`config.mk`:
```
export PLATFORM = sky130hd
export DESIGN_NAME = byte_fifo_wm
export DESIGN_NICKNAME = d
export VERILOG_FILES = /design/src/rtl/byte_fifo_pkg.sv /design/src/rtl/bfifo_store.sv /design/src/rtl/bfifo_ctrl.sv /design/src/rtl/bfifo_alert.sv /design/src/rtl/byte_fifo_wm.sv
export SDC_FILE = /design/constraint.sdc
export NUM_CORES = 1
export LEC_CHECK = 0
export ABC_AREA = 1
export BUFFER_PORTS_ARGS = -buffer_cell sky130_fd_sc_hd__buf_2
export CELL_PAD_IN_SITES_DETAIL_PLACEMENT = 1
export CELL_PAD_IN_SITES_GLOBAL_PLACEMENT = 2
export CORE_UTILIZATION = 45
export DETAILED_ROUTE_END_ITERATION = 8
export MAX_ROUTING_LAYER = met4
export PLACE_DENSITY = 0.89
export RECOVER_POWER = 25
export SYNTH_ARGS = -nofsm -noshare
export SYNTH_HDL_FRONTEND = slang
export SYNTH_SLANG_ARGS = --single-unit
```
`constraint.sdc`:
```
create_clock -name clk -period 4.6 [get_ports clk]
set_input_delay 0 -clock clk [delete_from_list [all_inputs] [get_ports clk]]
set_output_delay 0 -clock clk [all_outputs]
set_load 0.005 [all_outputs]
```
`src/rtl/byte_fifo_pkg.sv`:
```
package byte_fifo_pkg;

  // Free space compared against the watermark.
  function automatic logic space_alert(input int unsigned lvl,
                                       input int unsigned wm,
                                       input int unsigned depth);
    return (depth - lvl) <= wm;
  endfunction

  // Fill level compared against the watermark.
  function automatic logic fill_alert(input int unsigned lvl,
                                      input int unsigned wm);
    return lvl <= wm;
  endfunction

  // Index advance with explicit wrap, valid for any depth.
  function automatic int unsigned next_index(input int unsigned idx,
                                             input int unsigned depth);
    return (idx == depth - 1) ? 0 : idx + 1;
  endfunction

endpackage

```
`src/rtl/bfifo_store.sv`:
```
module bfifo_store #(
  parameter int DEPTH = 64,
  parameter int WIDTH = 8,
  localparam int PTR_W = $clog2(DEPTH)
) (
  input  logic             clk,
  input  logic             we,
  input  logic [PTR_W-1:0] waddr,
  input  logic [WIDTH-1:0] wdata,
  input  logic [PTR_W-1:0] raddr,
  output logic [WIDTH-1:0] rdata
);
  logic [WIDTH-1:0] mem [DEPTH];

  always_ff @(posedge clk) begin
    if (we) mem[waddr] <= wdata;
  end

  assign rdata = mem[raddr];
endmodule

```
`src/rtl/bfifo_ctrl.sv`:
```
module bfifo_ctrl
  import byte_fifo_pkg::*;
#(
  parameter int DEPTH = 64,
  localparam int PTR_W = $clog2(DEPTH),
  localparam int LVL_W = $clog2(DEPTH + 1)
) (
  input  logic             clk,
  input  logic             rst_n,
  input  logic             push,
  input  logic             pop,
  input  logic             flush,
  output logic             wr_en,
  output logic [PTR_W-1:0] wr_ptr,
  output logic [PTR_W-1:0] rd_ptr,
  output logic [LVL_W-1:0] level,
  output logic             empty,
  output logic             full,
  output logic             ovf_err
);
  logic push_ok, pop_ok, push_drop;
  logic [LVL_W-1:0] level_nxt;

  assign empty     = (level == '0);
  assign full      = (level == LVL_W'(DEPTH));
  assign pop_ok    = pop & ~empty & ~flush;
  assign push_ok   = push & ~flush & (~full | pop_ok);
  assign push_drop = push & ~flush & full & ~pop_ok;
  assign wr_en     = push_ok;

  always_comb begin
    level_nxt = level;
    if (flush) level_nxt = '0;
    else if (push_ok && !pop_ok) level_nxt = level + 1'b1;
    else if (pop_ok && !push_ok) level_nxt = level - 1'b1;
  end

  always_ff @(posedge clk or negedge rst_n) begin
    if (!rst_n) begin
      wr_ptr  <= '0;
      rd_ptr  <= '0;
      level   <= '0;
      ovf_err <= 1'b0;
    end else begin
      level <= level_nxt;
      if (flush) begin
        wr_ptr  <= '0;
        rd_ptr  <= '0;
        ovf_err <= 1'b0;
      end else begin
        if (push_ok) wr_ptr <= PTR_W'(next_index(int'(wr_ptr), DEPTH));
        if (pop_ok)  rd_ptr <= PTR_W'(next_index(int'(rd_ptr), DEPTH));
        if (push_drop) ovf_err <= 1'b1;
      end
    end
  end


  lvl_up_chk: assert property (@(posedge clk) disable iff (!rst_n)
    (push && !pop && !flush && !full) |=> (level == $past(level) + 1'b1));

  lvl_hold_chk: assert property (@(posedge clk) disable iff (!rst_n)
    (push && pop && !flush && !full && !empty) |=> $stable(level));

  drop_hold_chk: assert property (@(posedge clk) disable iff (!rst_n)
    (push && !pop && !flush && full) |=> (full && $stable(wr_ptr)));

  ovf_sticky_chk: assert property (@(posedge clk) disable iff (!rst_n)
    (ovf_err && !flush) |=> ovf_err);

  empty_pop_chk: assert property (@(posedge clk) disable iff (!rst_n)
    (pop && !push && empty && !flush) |=> (empty && $stable(rd_ptr)));

  flush_clr_chk: assert property (@(posedge clk) disable iff (!rst_n)
    flush |=> (empty && !ovf_err && wr_ptr == rd_ptr));

  lvl_range_chk: assert property (@(posedge clk) disable iff (!rst_n)
    level <= LVL_W'(DEPTH));
endmodule

```
`src/rtl/bfifo_alert.sv`:
```
module bfifo_alert
  import byte_fifo_pkg::*;
#(
  parameter int DEPTH = 64,
  localparam int LVL_W = $clog2(DEPTH + 1),
  localparam int WM_W  = $clog2(DEPTH)
) (
  input  logic [LVL_W-1:0] level,
  input  logic [WM_W-1:0]  wmark,
  output logic             hi_alert,
  output logic             lo_alert
);
  assign hi_alert = space_alert(int'(level), int'(wmark), DEPTH);
  assign lo_alert = fill_alert(int'(level), int'(wmark));
endmodule

```
`src/rtl/byte_fifo_wm.sv`:
```
module byte_fifo_wm #(
  parameter int DEPTH = 64,
  parameter int WIDTH = 8,
  localparam int PTR_W = $clog2(DEPTH),
  localparam int LVL_W = $clog2(DEPTH + 1)
) (
  input  logic             clk,
  input  logic             rst_n,
  input  logic             push,
  input  logic [WIDTH-1:0] wr_data,
  input  logic             pop,
  output logic [WIDTH-1:0] rd_data,
  input  logic             flush,
  input  logic [PTR_W-1:0] wmark,
  output logic [LVL_W-1:0] level,
  output logic             empty,
  output logic             full,
  output logic             hi_alert,
  output logic             lo_alert,
  output logic             ovf_err
);
  logic             wr_en;
  logic [PTR_W-1:0] wr_ptr, rd_ptr;
  logic [WIDTH-1:0] head;

  bfifo_ctrl #(.DEPTH(DEPTH)) u_ctrl (
    .clk(clk), .rst_n(rst_n), .push(push), .pop(pop), .flush(flush),
    .wr_en(wr_en), .wr_ptr(wr_ptr), .rd_ptr(rd_ptr), .level(level),
    .empty(empty), .full(full), .ovf_err(ovf_err)
  );

  bfifo_store #(.DEPTH(DEPTH), .WIDTH(WIDTH)) u_store (
    .clk(clk), .we(wr_en), .waddr(wr_ptr), .wdata(wr_data),
    .raddr(rd_ptr), .rdata(head)
  );

  bfifo_alert #(.DEPTH(DEPTH)) u_alert (
    .level(level), .wmark(wmark), .hi_alert(hi_alert), .lo_alert(lo_alert)
  );

  assign rd_data = empty ? '0 : head;


  empty_zero_chk: assert property (@(posedge clk) disable iff (!rst_n)
    empty |-> (rd_data == '0));

  full_hi_chk: assert property (@(posedge clk) disable iff (!rst_n)
    full |-> hi_alert);

  empty_lo_chk: assert property (@(posedge clk) disable iff (!rst_n)
    empty |-> lo_alert);

  full_swap_chk: assert property (@(posedge clk) disable iff (!rst_n)
    (full && push && pop && !flush && !ovf_err) |=> (full && !ovf_err));
endmodule

```
==> key figures, run 1 <==
Status
  • Status: finished with violations
  • Violated checks: max-capacitance violations, max-slew violations

Power
  • Reg power frac: 0.422
  • Clock share of power: 0.343
  • P_sw: 4.16 mW
  • Internal: 8.85 mW
  • PwrDens: 518 mW/mm^2
  • VDD IR max: 359 uV
  • Gate power share: 0.235
  • Switching share of power: 0.320
  • Pleak: 9.06 nW

Final layout
  • Final std cells w/o fill: 2,733
  • Final Cell Area: 0.0251 sq mm
  • Fin nets: 2,063
  • Area delta synth->final: 10.7%
  • Finished Core Util: 0.509
  • Share of layout cells above drive strength 1: 0.0774

Worst setup path
  • Crit end category: output pin
  • Kind of critical path: register to output pin
  • R2r startpoint: u_ctrl.level[0]
  • Crit path DAT: 3.80 ns
  • Worst-path fanout max: 142
  • Worst EP required: 4.60 ns
  • Critical path origin: u_ctrl.rd_ptr[0]
  • Crit start category: register

Synthesis
  • Synth Cell Area: 0.0227 sq mm
  • Simple-gate area share of the yosys netlist: 0.234
  • Yosys reg bits: 532
  • Yosys top cell area share: 0.678
  • Ys flop type: edfxtp_1
  • Synth Area in Compound Gates: 0.0108
  • Yosys warns: 0
  • Mux contribution to synthesized area: 0
  • Post-synth EDFFs: 512
  • Post-Syn Instances: 2,013
  • Adder-cell share of the synthesized area: 0.0119
  • Synth async-reset ratio: 0.0376
  • Syn_area_per_cell: 11.3 sq um
  • Post-synthesis sequential area ratio: 0.700
  • Synth cell count leaders: 691 x nand2_1, 512 x edfxtp_1, 442 x nand3_1
  • Area leader, netlist: edfxtp_1
  • Top cells by area, synth: edfxtp_1 68%, nand2_1 11%, nand3_1 9.8%, dfrtp_1 2.2%, buf_2 1.3%
  • Synth Area in XOR/XNOR: 0.00425
  • Largest family of logic cells by synthesized area: simple AND/OR/NAND/NOR gates
  • Synth cell types: 31
  • Post-synth net total: 2,053
  • Most common cell in the netlist: nand2_1

Route
  • Routed len/inst: 23.5 microns
  • Via count: 15,500
  • Initial DRC count: 1,427
  • DR DRC count: 0
  • Via density: 5.68
  • Post-Route WL: 64.3 mm
  • Detailed Routing Iterations Pass 1: 5
  • Number of nets with antenna violations after routing: 0

GRT
  • Initial antenna violation count: 0
  • Largest net degree at the start of global routing: 143
  • First-pass GRT wire length: 97.8 mm
  • Total gr overflow: 0
  • Vias in the first global route: 15,900
  • All-Layer GR Usage: 0.264

STA
  • Worst-Margin Slew: 3.43 ns
  • Clock skew: 0.0195 ns
  • RSZ-0062 raised after global routing: no
  • # setup viols final: 0
  • Final Max Slew Viols: 455
  • Fin crit share: 0.826
  • Worst Slack Setup Final: 0.801 ns
  • Final min period: 3.80 ns
  • Setup_tns: 0 ns
  • Fmax: 0.263 GHz
  • Worst slew margin: -1.29
  • Final Hold Viols: 0

Run
  • Max Cap Viol: 7

Clock tree
  • Skew-Pair Late Insertion Delay: 0.61 ns
  • H-tree depth: 2
  • # clock sinks: 532
  • CTS Buf Count: 54
  • CTS tree: done
  • # Post-CTS Setup Buffers: 0
  • Worst-path clk slew: 0.06 ns
  • Clk Tree Root Cell: clkbuf_16
  • Clock tree buffer depth: 3

Placement
  • Final HPWL DP: 37.5 mm
  • Placement Setup Slack: 1.27 ns
  • Gpl congestion: 0.867
  • Placed instance area: 0.0233 sq mm
  • Placed instance count: 2,624
  • Number of port buffers: 38

Worst hold path
  • Hold Crit Class: input port to register
  • Hold_sp: wr_data[4]

Die
  • Core Area: 0.0494 sq mm
  • Initial Util: 0.459
  • Die footprint: 0.0513 sq mm
  • Row count: 81
  • Chip Height: 226 microns
  • Overall die width: 226 microns
  • I/O pin total: 39
[flip-flops by register name, indices dropped and copies added (netlist names)]
| name | count |
|---|---|
| u_ctrl.level | 7 |
| u_ctrl.ovf_err | 1 |
| u_ctrl.rd_ptr | 6 |
| u_ctrl.wr_ptr | 6 |
| u_store.mem | 512 |
[placed cells by master (no fill, tap or decap), types with 2 or more instances in the layout]
cell type,Yosys,routed
nand3_1,442,442
clkinv_8,0,2
o21ai_1,3,3
clkinv_1,3,13
nor3_1,11,10
nand2_2,11,11
nand3_2,3,3
nand2_1,691,691
o22ai_1,11,11
dlygate4sd3_1,0,7
clkbuf_1,17,21
buf_2,59,38
a21oi_1,20,20
o21ai_0,12,12
edfxtp_1,512,512
nand4_2,2,2
xor2_1,7,7
ha_1,20,20
buf_12,0,6
clkbuf_16,0,55
inv_4,2,2
xnor2_1,4,4
inv_1,44,43
bufinv_16,0,7
buf_4,21,10
dfrtp_1,20,17
inv_2,4,4
clkinv_2,0,11
dfrtp_4,0,2
nor2_1,71,71
nand4_1,2,2
clkinvlp_4,0,2
[critical path, stage by stage (launching register included)]
cell and delay [ns]:
dfrtp_4 0.71, inv_8 0.72, buf_4 0.34, nand2_1 0.07
nand3_1 0.08, nand3_1 0.08, nand2_1 0.13, nand2_1 0.08
nand3_1 0.10, nand3_1 0.12, a21oi_1 0.37, buf_2 0.20
[power groups by stage]
stage	Clock [mW]	Sequential, mW	Combinational (mW)
after floorplan	0	5.51	2.02
after global placement	0	5.57	2.94
after detailed placement	0	5.58	3.04
after CTS	4.51	5.48	3.08
after global routing	4.67	5.50	3.38
final	4.46	5.49	3.05
[cell families after synthesis]
kind of cell,Yosys count
AND/OR/NAND/NOR,1236
AO/OA/AOI/OAI,46
adder cells (fa/ha/maj),21
flip-flops,532
buffers and inverters,167
XOR/XNOR,11
[per-layer routing]
| metal | up-vias | GRT usage | wire, microns |
|---|---|---|---|
| met3 | 108 | 0.0352 | 3820 |
| met1 | 7936 | 0.353 | 27400 |
| met4 | 0 | 0.0817 | 1920 |
| met5 | - | - | 0 |
| li1 | 7029 | - | - |
| met2 | 454 | 0.422 | 31200 |
[through the flow]
stage,power (mW),hold slack [ns]
floorplan,7.53,-0.296
global placement,8.51,-0.0159
detailed placement,8.62,0.000545
CTS,13.1,0.0736
global route,13.6,0.170
finish,13.0,0.158
[path summary, 6_finish.rpt]
kind | end | slack (ns) | cells past startpoint
worst max-delay path | rd_data[3] | 0.80 | 11
worst min-delay path | u_store.mem[23][4] | 0.16 | 2
worst max register to register | u_store.mem[39][0] | 1.49 | 11
worst min register to register | u_ctrl.level[0] | 0.56 | 1
max in group asynchronous | u_ctrl.rd_ptr[1] | 3.20 | 3
min in group asynchronous | u_ctrl.wr_ptr[5] | 0.67 | 3
[area by class of cell]
class / count / area, sq um
inverters: 53 / 211
multi-input cells: 1314 / 5910
clock buffers: 69 / 1430
diodes: 1 / 2.50
clock inverters: 32 / 350
flip-flops and latches: 532 / 15900
well taps: 664 / 831
fillers: 5244 / 24300
repair buffers: 68 / 482
[repair_timing]
action | in CTS | in global routing
hold endpoints to repair | 33 | 0
hold buffers | 7 | 0
setup endpoints to repair | 0 | 0
resized for setup | 0 | 0
(Power assumes the default switching activity.)
==> inputs of run 2 (changes only) <==
--- a/config.mk
+++ b/config.mk
@@ -9,10 +9,10 @@
 export BUFFER_PORTS_ARGS = -buffer_cell sky130_fd_sc_hd__buf_2
 export CELL_PAD_IN_SITES_DETAIL_PLACEMENT = 1
 export CELL_PAD_IN_SITES_GLOBAL_PLACEMENT = 2
-export CORE_UTILIZATION = 45
+export CORE_UTILIZATION = 39
 export DETAILED_ROUTE_END_ITERATION = 8
 export MAX_ROUTING_LAYER = met4
-export PLACE_DENSITY = 0.89
+export PLACE_DENSITY = 0.83
 export RECOVER_POWER = 25
 export SYNTH_ARGS = -nofsm -noshare
 export SYNTH_HDL_FRONTEND = slang
==> constraint.sdc (replaced) <==
create_clock -name clk -period 3.3 [get_ports clk]
set_input_delay 0 -clock clk [delete_from_list [all_inputs] [get_ports clk]]
set_output_delay 0 -clock clk [all_outputs]
set_load 0.005 [all_outputs]
==> key figures, run 2 (synthesis results as in run 1) <==
Die
  • I/O pin total: 39 (unchanged)
  • Initial Util: 0.394 (-0.0656)
  • Row count: 88 (+8.6%)
  • Chip Height: 243 microns (+7.4%)
  • Overall die width: 243 microns (+7.4%)
  • Die footprint: 0.0591 sq mm (+15%)
  • Core Area: 0.0576 sq mm (+17%)

Worst setup path
  • Worst-path fanout max: 146 (+2.8%)
  • Worst EP required: 3.30 ns (-1.30 ns)
  • Kind of critical path: register to output pin
  • Crit start category: register
  • CP Buf/Inv Count: 2 (-1)
  • Crit path DAT: 3.17 ns (-0.63 ns)
  • CP max stage delay: 0.51 ns (-0.21 ns)
  • Critical path's top delay family: simple AND/OR/NAND/NOR gates
  • Slowest cell on the critical path: dfrtp_4
  • CP dominant cell by count: nand3_1
  • Crit-path cells: buf_16, nand2_1, nand3_1, nand3_1, nand2_1, nand2_1, nand3_1, nand3_1, a21oi_1, buf_2
  • Crit end category: output pin

Clock tree
  • # Post-CTS Setup Buffers: 0 (unchanged)
  • # clock sinks: 532 (unchanged)
  • Clock tree buffer depth: 3 (unchanged)
  • Worst-path clk slew: 0.06 ns (about the same)
  • Skew-Pair Late Insertion Delay: 0.62 ns (about the same)
  • CTS tree: done
  • Clk Tree Root Cell: clkbuf_16
  • CTS Buf Count: 54 (unchanged)
  • H-tree depth: 2 (unchanged)

Placement
  • Number of port buffers: 38 (unchanged)
  • Gpl congestion: 0.837 (-3.4%)
  • Placed instance area: 0.0236 sq mm (+1.5%)
  • Final HPWL DP: 39.9 mm (+6.3%)
  • Placement Setup Slack: 0.366 ns (-0.901 ns)

Final layout
  • Storage element area: 0.0159 sq mm (unchanged)
  • Largest registers: u_store.mem (512), u_ctrl.level (7)
  • Fin nets: 2,086 (+1.1%)
  • Final Cell Area: 0.0255 sq mm (+1.6%)
  • Most common cell after layout, fill and taps aside: nand2_1
  • Most frequent cells in the layout: 691 x nand2_1, 512 x edfxtp_1, 442 x nand3_1
  • Area delta synth->final: 12.5%
  • Share of layout cells above drive strength 1: 0.0905 (+0.0131)
  • Multi-input logic area: 0.00591 sq mm (about the same)
  • Number of diodes: 0 (-1)
  • Top reg by flops: u_store.mem
  • Max reg flops: 512 (unchanged)
  • Fill count: 6,088 (+16%)

STA
  • Final min period: 3.17 ns
  • Fmax: 0.316 GHz
  • Setup_tns: 0 ns (unchanged)
  • Fin crit share: 0.959
  • Worst-Margin Slew: 1.97 ns (-1.46 ns)
  • Worst Slack Setup Final: 0.135 ns (-0.666 ns)
  • Clock skew: 0.0177 ns (-0.00183 ns)
  • RSZ-0062 raised after global routing: no
  • # setup viols final: 0 (unchanged)
  • Worst slew margin: -0.310 (+0.976)
  • Final Hold Viols: 0 (unchanged)
  • Final Max Slew Viols: 455 (unchanged)

GRT
  • Total gr overflow: 0 (unchanged)
  • Initial antenna violation count: 0 (unchanged)
  • All-Layer GR Usage: 0.232 (-0.0321)
  • Largest net degree at the start of global routing: 147 (+2.8%)
  • First-pass GRT wire length: 99.8 mm (+2.0%)
  • Vias in the first global route: 16,000 (+0.75%)

Power
  • Pleak: 9.24 nW (+1.9%)
  • PwrDens: 715 mW/mm^2 (+38%)
  • VDD IR max: 499 uV (+39%)
  • Total Power: 18.2 mW (+40%)

Route
  • Via density: 5.38 (-5.3%)
  • Detailed Routing Iterations Pass 1: 5 (unchanged)
  • Post-Route WL: 66.3 mm (+3.1%)
  • Number of nets with antenna violations after routing: 0 (unchanged)
  • Routed len/inst: 23.2 microns (-1.3%)
  • DR DRC count: 0 (unchanged)
  • Initial DRC count: 1,227 (-14%)
  • Via count: 15,400 (-1.1%)

Status
  • Status: finished with violations
  • Violated checks: max-capacitance violations, max-slew violations

Run
  • Max Cap Viol: 7 (unchanged)

Worst hold path
  • Hold Crit Class: input port to register
==> run 2: final cells by class <==
type	count	area share
clock buffers	68	0.0559
clock inverters	31	0.0146
inverters	53	0.00859
multi-input cells	1314	0.232
flip-flops and latches	532	0.623
well taps	765	0.0375
repair buffers	91	0.0287
==> run 2: layer usage <==
metal  wire length, microns  track usage  vias to the layer above
met3                   3280       0.0280                      107
met5                      0            -                        -
met1                  28500        0.300                     7782
li1                       -            -                     7069
met2                  32900        0.387                      397
met4                   1620       0.0644                        0
==> run 2: final timing paths <==
| kind | slack, ns | endpoint | start | cells past startpoint |
|---|---|---|---|---|
| max | 0.13 | rd_data[5] | u_ctrl.rd_ptr[0] | 10 |
| min | 0.09 | u_store.mem[4][3] | wr_data[3] | 1 |
| max reg2reg | 0.40 | u_store.mem[46][6] | u_ctrl.level[0] | 11 |
| min reg2reg | 0.57 | u_ctrl.level[0] | u_ctrl.level[0] | 1 |
| max in group asynchronous | 1.92 | u_ctrl.rd_ptr[0] | rst_n | 3 |
| min in group asynchronous | 0.64 | u_ctrl.level[0] | rst_n | 3 |
==> run 2: where the power goes <==
| part | leakage [nW] | switching [mW] | internal (mW) | total [mW] |
|---|---|---|---|---|
| Combinational | 3.50 | 3.10 | 1.26 | 4.36 |
| Sequential | 4.87 | 0.105 | 7.49 | 7.59 |
| Clock | 0.866 | 2.60 | 3.68 | 6.29 |
| Total | 9.24 | 5.81 | 12.4 | 18.2 |
==> run 2: stage by stage <==
| stage | hold WS (ns) | cells | utilization |
|---|---|---|---|
| 2_1_floorplan | -0.296 | 2013 | - |
| 3_3_place_gp | -0.00456 | 2746 | 0.410 |
| 3_5_place_dp | -0.000202 | 2746 | 0.410 |
| 4_1_cts | 0.0515 | 2854 | 0.443 |
| 5_1_grt | 0.105 | 2854 | 0.443 |
| 6_report | 0.0910 | 2854 | 0.443 |
==> run 2: repair_timing <==
| item | CTS | global route |
|---|---|---|
| hold buffers | 9 | 0 |
| endpoints found under the setup margin | 0 | 3 |
| resized for setup | 0 | 5 |
| endpoints found under the hold margin | 40 | 0 |
==> inputs of run 3 (changes only) <==
--- a/config.mk
+++ b/config.mk
@@ -10,10 +10,13 @@
 export CELL_PAD_IN_SITES_DETAIL_PLACEMENT = 1
 export CELL_PAD_IN_SITES_GLOBAL_PLACEMENT = 2
 export CORE_UTILIZATION = 39
+export CTS_BUF_LIST = sky130_fd_sc_hd__clkbuf_16
+export CTS_CLUSTER_SIZE = 20
 export DETAILED_ROUTE_END_ITERATION = 8
 export MAX_ROUTING_LAYER = met4
 export PLACE_DENSITY = 0.83
 export RECOVER_POWER = 25
+export SETUP_SLACK_MARGIN = 0.2
 export SYNTH_ARGS = -nofsm -noshare
 export SYNTH_HDL_FRONTEND = slang
 export SYNTH_SLANG_ARGS = --single-unit
==> key figures, run 3 (synthesis results as in run 1) <==
Placement
  • Number of port buffers: 38 (unchanged)
  • Gpl congestion: 0.837 (unchanged)
  • Final HPWL DP: 39.9 mm (unchanged)
  • Placement Setup Slack: 0.366 ns (unchanged)

Worst setup path
  • Crit end category: output pin
  • CP Buf/Inv Count: 4 (+2)
  • Critical path origin: u_ctrl.rd_ptr[0]
  • Crit-path cells: clkinv_16, buf_6, buf_4, nand2_1, nand3_1, nand3_1, nand2_1, nand2_1, nand3_1, nand3_1, a21oi_2, buf_2
  • Kind of critical path: register to output pin
  • CP dominant cell by count: nand3_1
  • Slowest cell on the critical path: dfrtp_4
  • Worst-path fanout max: 49 (-66%)
  • CP max stage delay: 0.62 ns (+0.11 ns)
  • Worst EP required: 3.30 ns (about the same)
  • R2r startpoint: u_ctrl.level[1]
  • Crit path DAT: 2.98 ns (-0.19 ns)
  • Critical path's top delay family: buffers and inverters
  • Crit start category: register

Die
  • Overall die width: 243 microns (unchanged)
  • Chip Height: 243 microns (unchanged)
  • I/O pin total: 39 (unchanged)
  • Core Area: 0.0576 sq mm (unchanged)
  • Row count: 88 (unchanged)
  • Initial Util: 0.394 (unchanged)
  • Die footprint: 0.0591 sq mm (unchanged)

Clock tree
  • # clock sinks: 532 (unchanged)
  • H-tree depth: 2 (unchanged)
  • # Post-CTS Setup Buffers: 0 (unchanged)
  • CTS tree: done
  • Skew-Pair Late Insertion Delay: 0.62 ns (about the same)
  • Worst-path clk slew: 0.06 ns (about the same)
  • Clk Tree Root Cell: clkbuf_16
  • Clock tree buffer depth: 3 (unchanged)
  • CTS Buf Count: 54 (unchanged)

GRT
  • Vias in the first global route: 16,000 (+0.031%)
  • Initial antenna violation count: 1 (+1)
  • First-pass GRT wire length: 100 mm (+0.26%)
  • All-Layer GR Usage: 0.233 (+0.000500)
  • Largest net degree at the start of global routing: 147 (unchanged)
  • Total gr overflow: 0 (unchanged)

Status
  • Status: finished with violations
  • Violated checks: max-capacitance violations, max-slew violations

Final layout
  • Fin nets: 2,088 (+0.096%)
  • Max reg flops: 512 (unchanged)
  • Largest registers: u_store.mem (512), u_ctrl.level (7)
  • Finished Core Util: 0.445 (+0.00239)
  • Top reg by flops: u_store.mem
  • Most frequent cells in the layout: 691 x nand2_1, 512 x edfxtp_1, 442 x nand3_1
  • Number of diodes: 0 (unchanged)
  • Fill count: 6,078 (-0.16%)
  • Multi-input logic area: 0.00597 sq mm (+0.97%)
  • Storage element area: 0.0159 sq mm (unchanged)
  • Most common cell after layout, fill and taps aside: nand2_1
  • Area delta synth->final: 13.1%
  • Share of layout cells above drive strength 1: 0.0961 (+0.00565)

Route
  • Detailed Routing Iterations Pass 1: 5 (unchanged)
  • Number of nets with antenna violations after routing: 0 (unchanged)
  • Initial DRC count: 1,263 (+2.9%)
  • DR DRC count: 0 (unchanged)
  • Via count: 15,400 (+0.43%)
  • Post-Route WL: 67.3 mm (+1.5%)
  • Routed len/inst: 23.6 microns (+1.4%)
  • Via density: 5.40 (+0.36%)

STA
  • Worst Slack Setup Final: 0.315 ns (+0.181 ns)
  • Final min period: 2.98 ns (-0.181 ns)
  • Worst slew margin: -1.46 (-1.15)
  • Min Hold Slack: 0.0740 ns (-0.0169 ns)
  • Final Hold Viols: 0 (unchanged)
  • Fmax: 0.335 GHz (+6.0%)
  • Final Max Slew Viols: 455 (unchanged)
  • Clock skew: 0.0196 ns (+0.00190 ns)
  • # setup viols final: 0 (unchanged)
  • Worst-Margin Slew: 3.68 ns (+1.72 ns)
  • Fin crit share: 0.904 (-0.0547)
  • RSZ-0062 raised after global routing: yes
  • Setup_tns: 0 ns (unchanged)

Worst hold path
  • Hold Crit Class: input port to register
  • Hold_sp: wr_data[3]

Power
  • PwrDens: 716 mW/mm^2 (about the same)
  • Reg power frac: 0.415 (about the same)
  • P_sw: 5.90 mW (+1.5%)
  • Gate power share: 0.245 (+0.006)
  • Internal: 12.5 mW (+0.20%)
  • Pleak: 9.33 nW (+0.98%)
  • Switching share of power: 0.321 (+0.00281)
  • Clock share of power: 0.340 (-0.005)
  • VDD IR max: 500 uV (+0.11%)

Run
  • Max Cap Viol: 7 (unchanged)
==> run 3: cell types whose count changed in the layout (fill, tap and decap cells not counted), moves of 2 or more <==
| cell | before | now |
|---|---|---|
| inv_1 | 43 | 55 |
| nor2_2 | 1 | 4 |
| clkbuf_16 | 55 | 57 |
| a21oi_1 | 18 | 12 |
| buf_6 | 0 | 2 |
| a21oi_2 | 2 | 7 |
| nor2_1 | 71 | 68 |
| buf_4 | 36 | 34 |
| clkbuf_1 | 13 | 1 |
==> run 3: area by class of cell <==
class	instances	share of cell area
clock buffers	55	0.0537
well taps	765	0.0373
flip-flops and latches	532	0.619
repair buffers	93	0.0311
inverters	53	0.00917
multi-input cells	1314	0.233
clock inverters	44	0.0164
==> run 3: final timing paths <==
path / cells after the start / to / slack, ns
max in group asynchronous: 3 / u_ctrl.rd_ptr[1] / 1.92
setup / recovery: 12 / rd_data[0] / 0.32
setup reg to reg: 11 / u_store.mem[46][6] / 0.35
hold reg to reg: 1 / u_ctrl.level[0] / 0.58
min in group asynchronous: 3 / u_ctrl.level[0] / 0.63
hold / removal: 1 / u_store.mem[4][3] / 0.07
==> run 3: worst register-to-register path: cells and delay by family (launching register included) <==
| kind | cells | cell delay, ns |
|---|---|---|
| AND/OR/NAND/NOR | 8 | 1.60 |
| flip-flops | 1 | 0.40 |
| buffers and inverters | 2 | 0.34 |
| adder cells (fa/ha/maj) | 1 | 0.24 |
==> run 3: per-layer routing <==
layer / GRT usage / vias to the layer above / share of wire
met1: 0.300 / 7792 / 0.43
met4: 0.0646 / 0 / 0.026
met3: 0.0294 / 114 / 0.053
met5: - / - / 0
li1: - / 7074 / -
met2: 0.387 / 441 / 0.49
==> run 3: through the flow <==
step	power [mW]	instance area (sq um)	std cells
2_1_floorplan	10.5	22700	2013
3_3_place_gp	12.0	23600	2746
3_5_place_dp	12.1	23600	2746
4_1_cts	18.4	25500	2854
5_1_grt	19.2	25600	2856
6_report	18.4	25600	2856
==> run 3: power by group through the flow <==
stage | sequential [mW] | combinational, mW | clock, mW
2_1_floorplan | 7.68 | 2.82 | 0
3_3_place_gp | 7.71 | 4.24 | 0
3_5_place_dp | 7.72 | 4.35 | 0
4_1_cts | 7.58 | 4.41 | 6.36
5_1_grt | 7.62 | 4.95 | 6.58
6_report | 7.61 | 4.49 | 6.24
==> run 3: repair_timing <==
item                                   CTS  global route
setup endpoints to repair                8            75
hold buffers                             9             0
endpoints found under the hold margin   40             0
cloned                                   0             2
gates resized for setup                  6            19
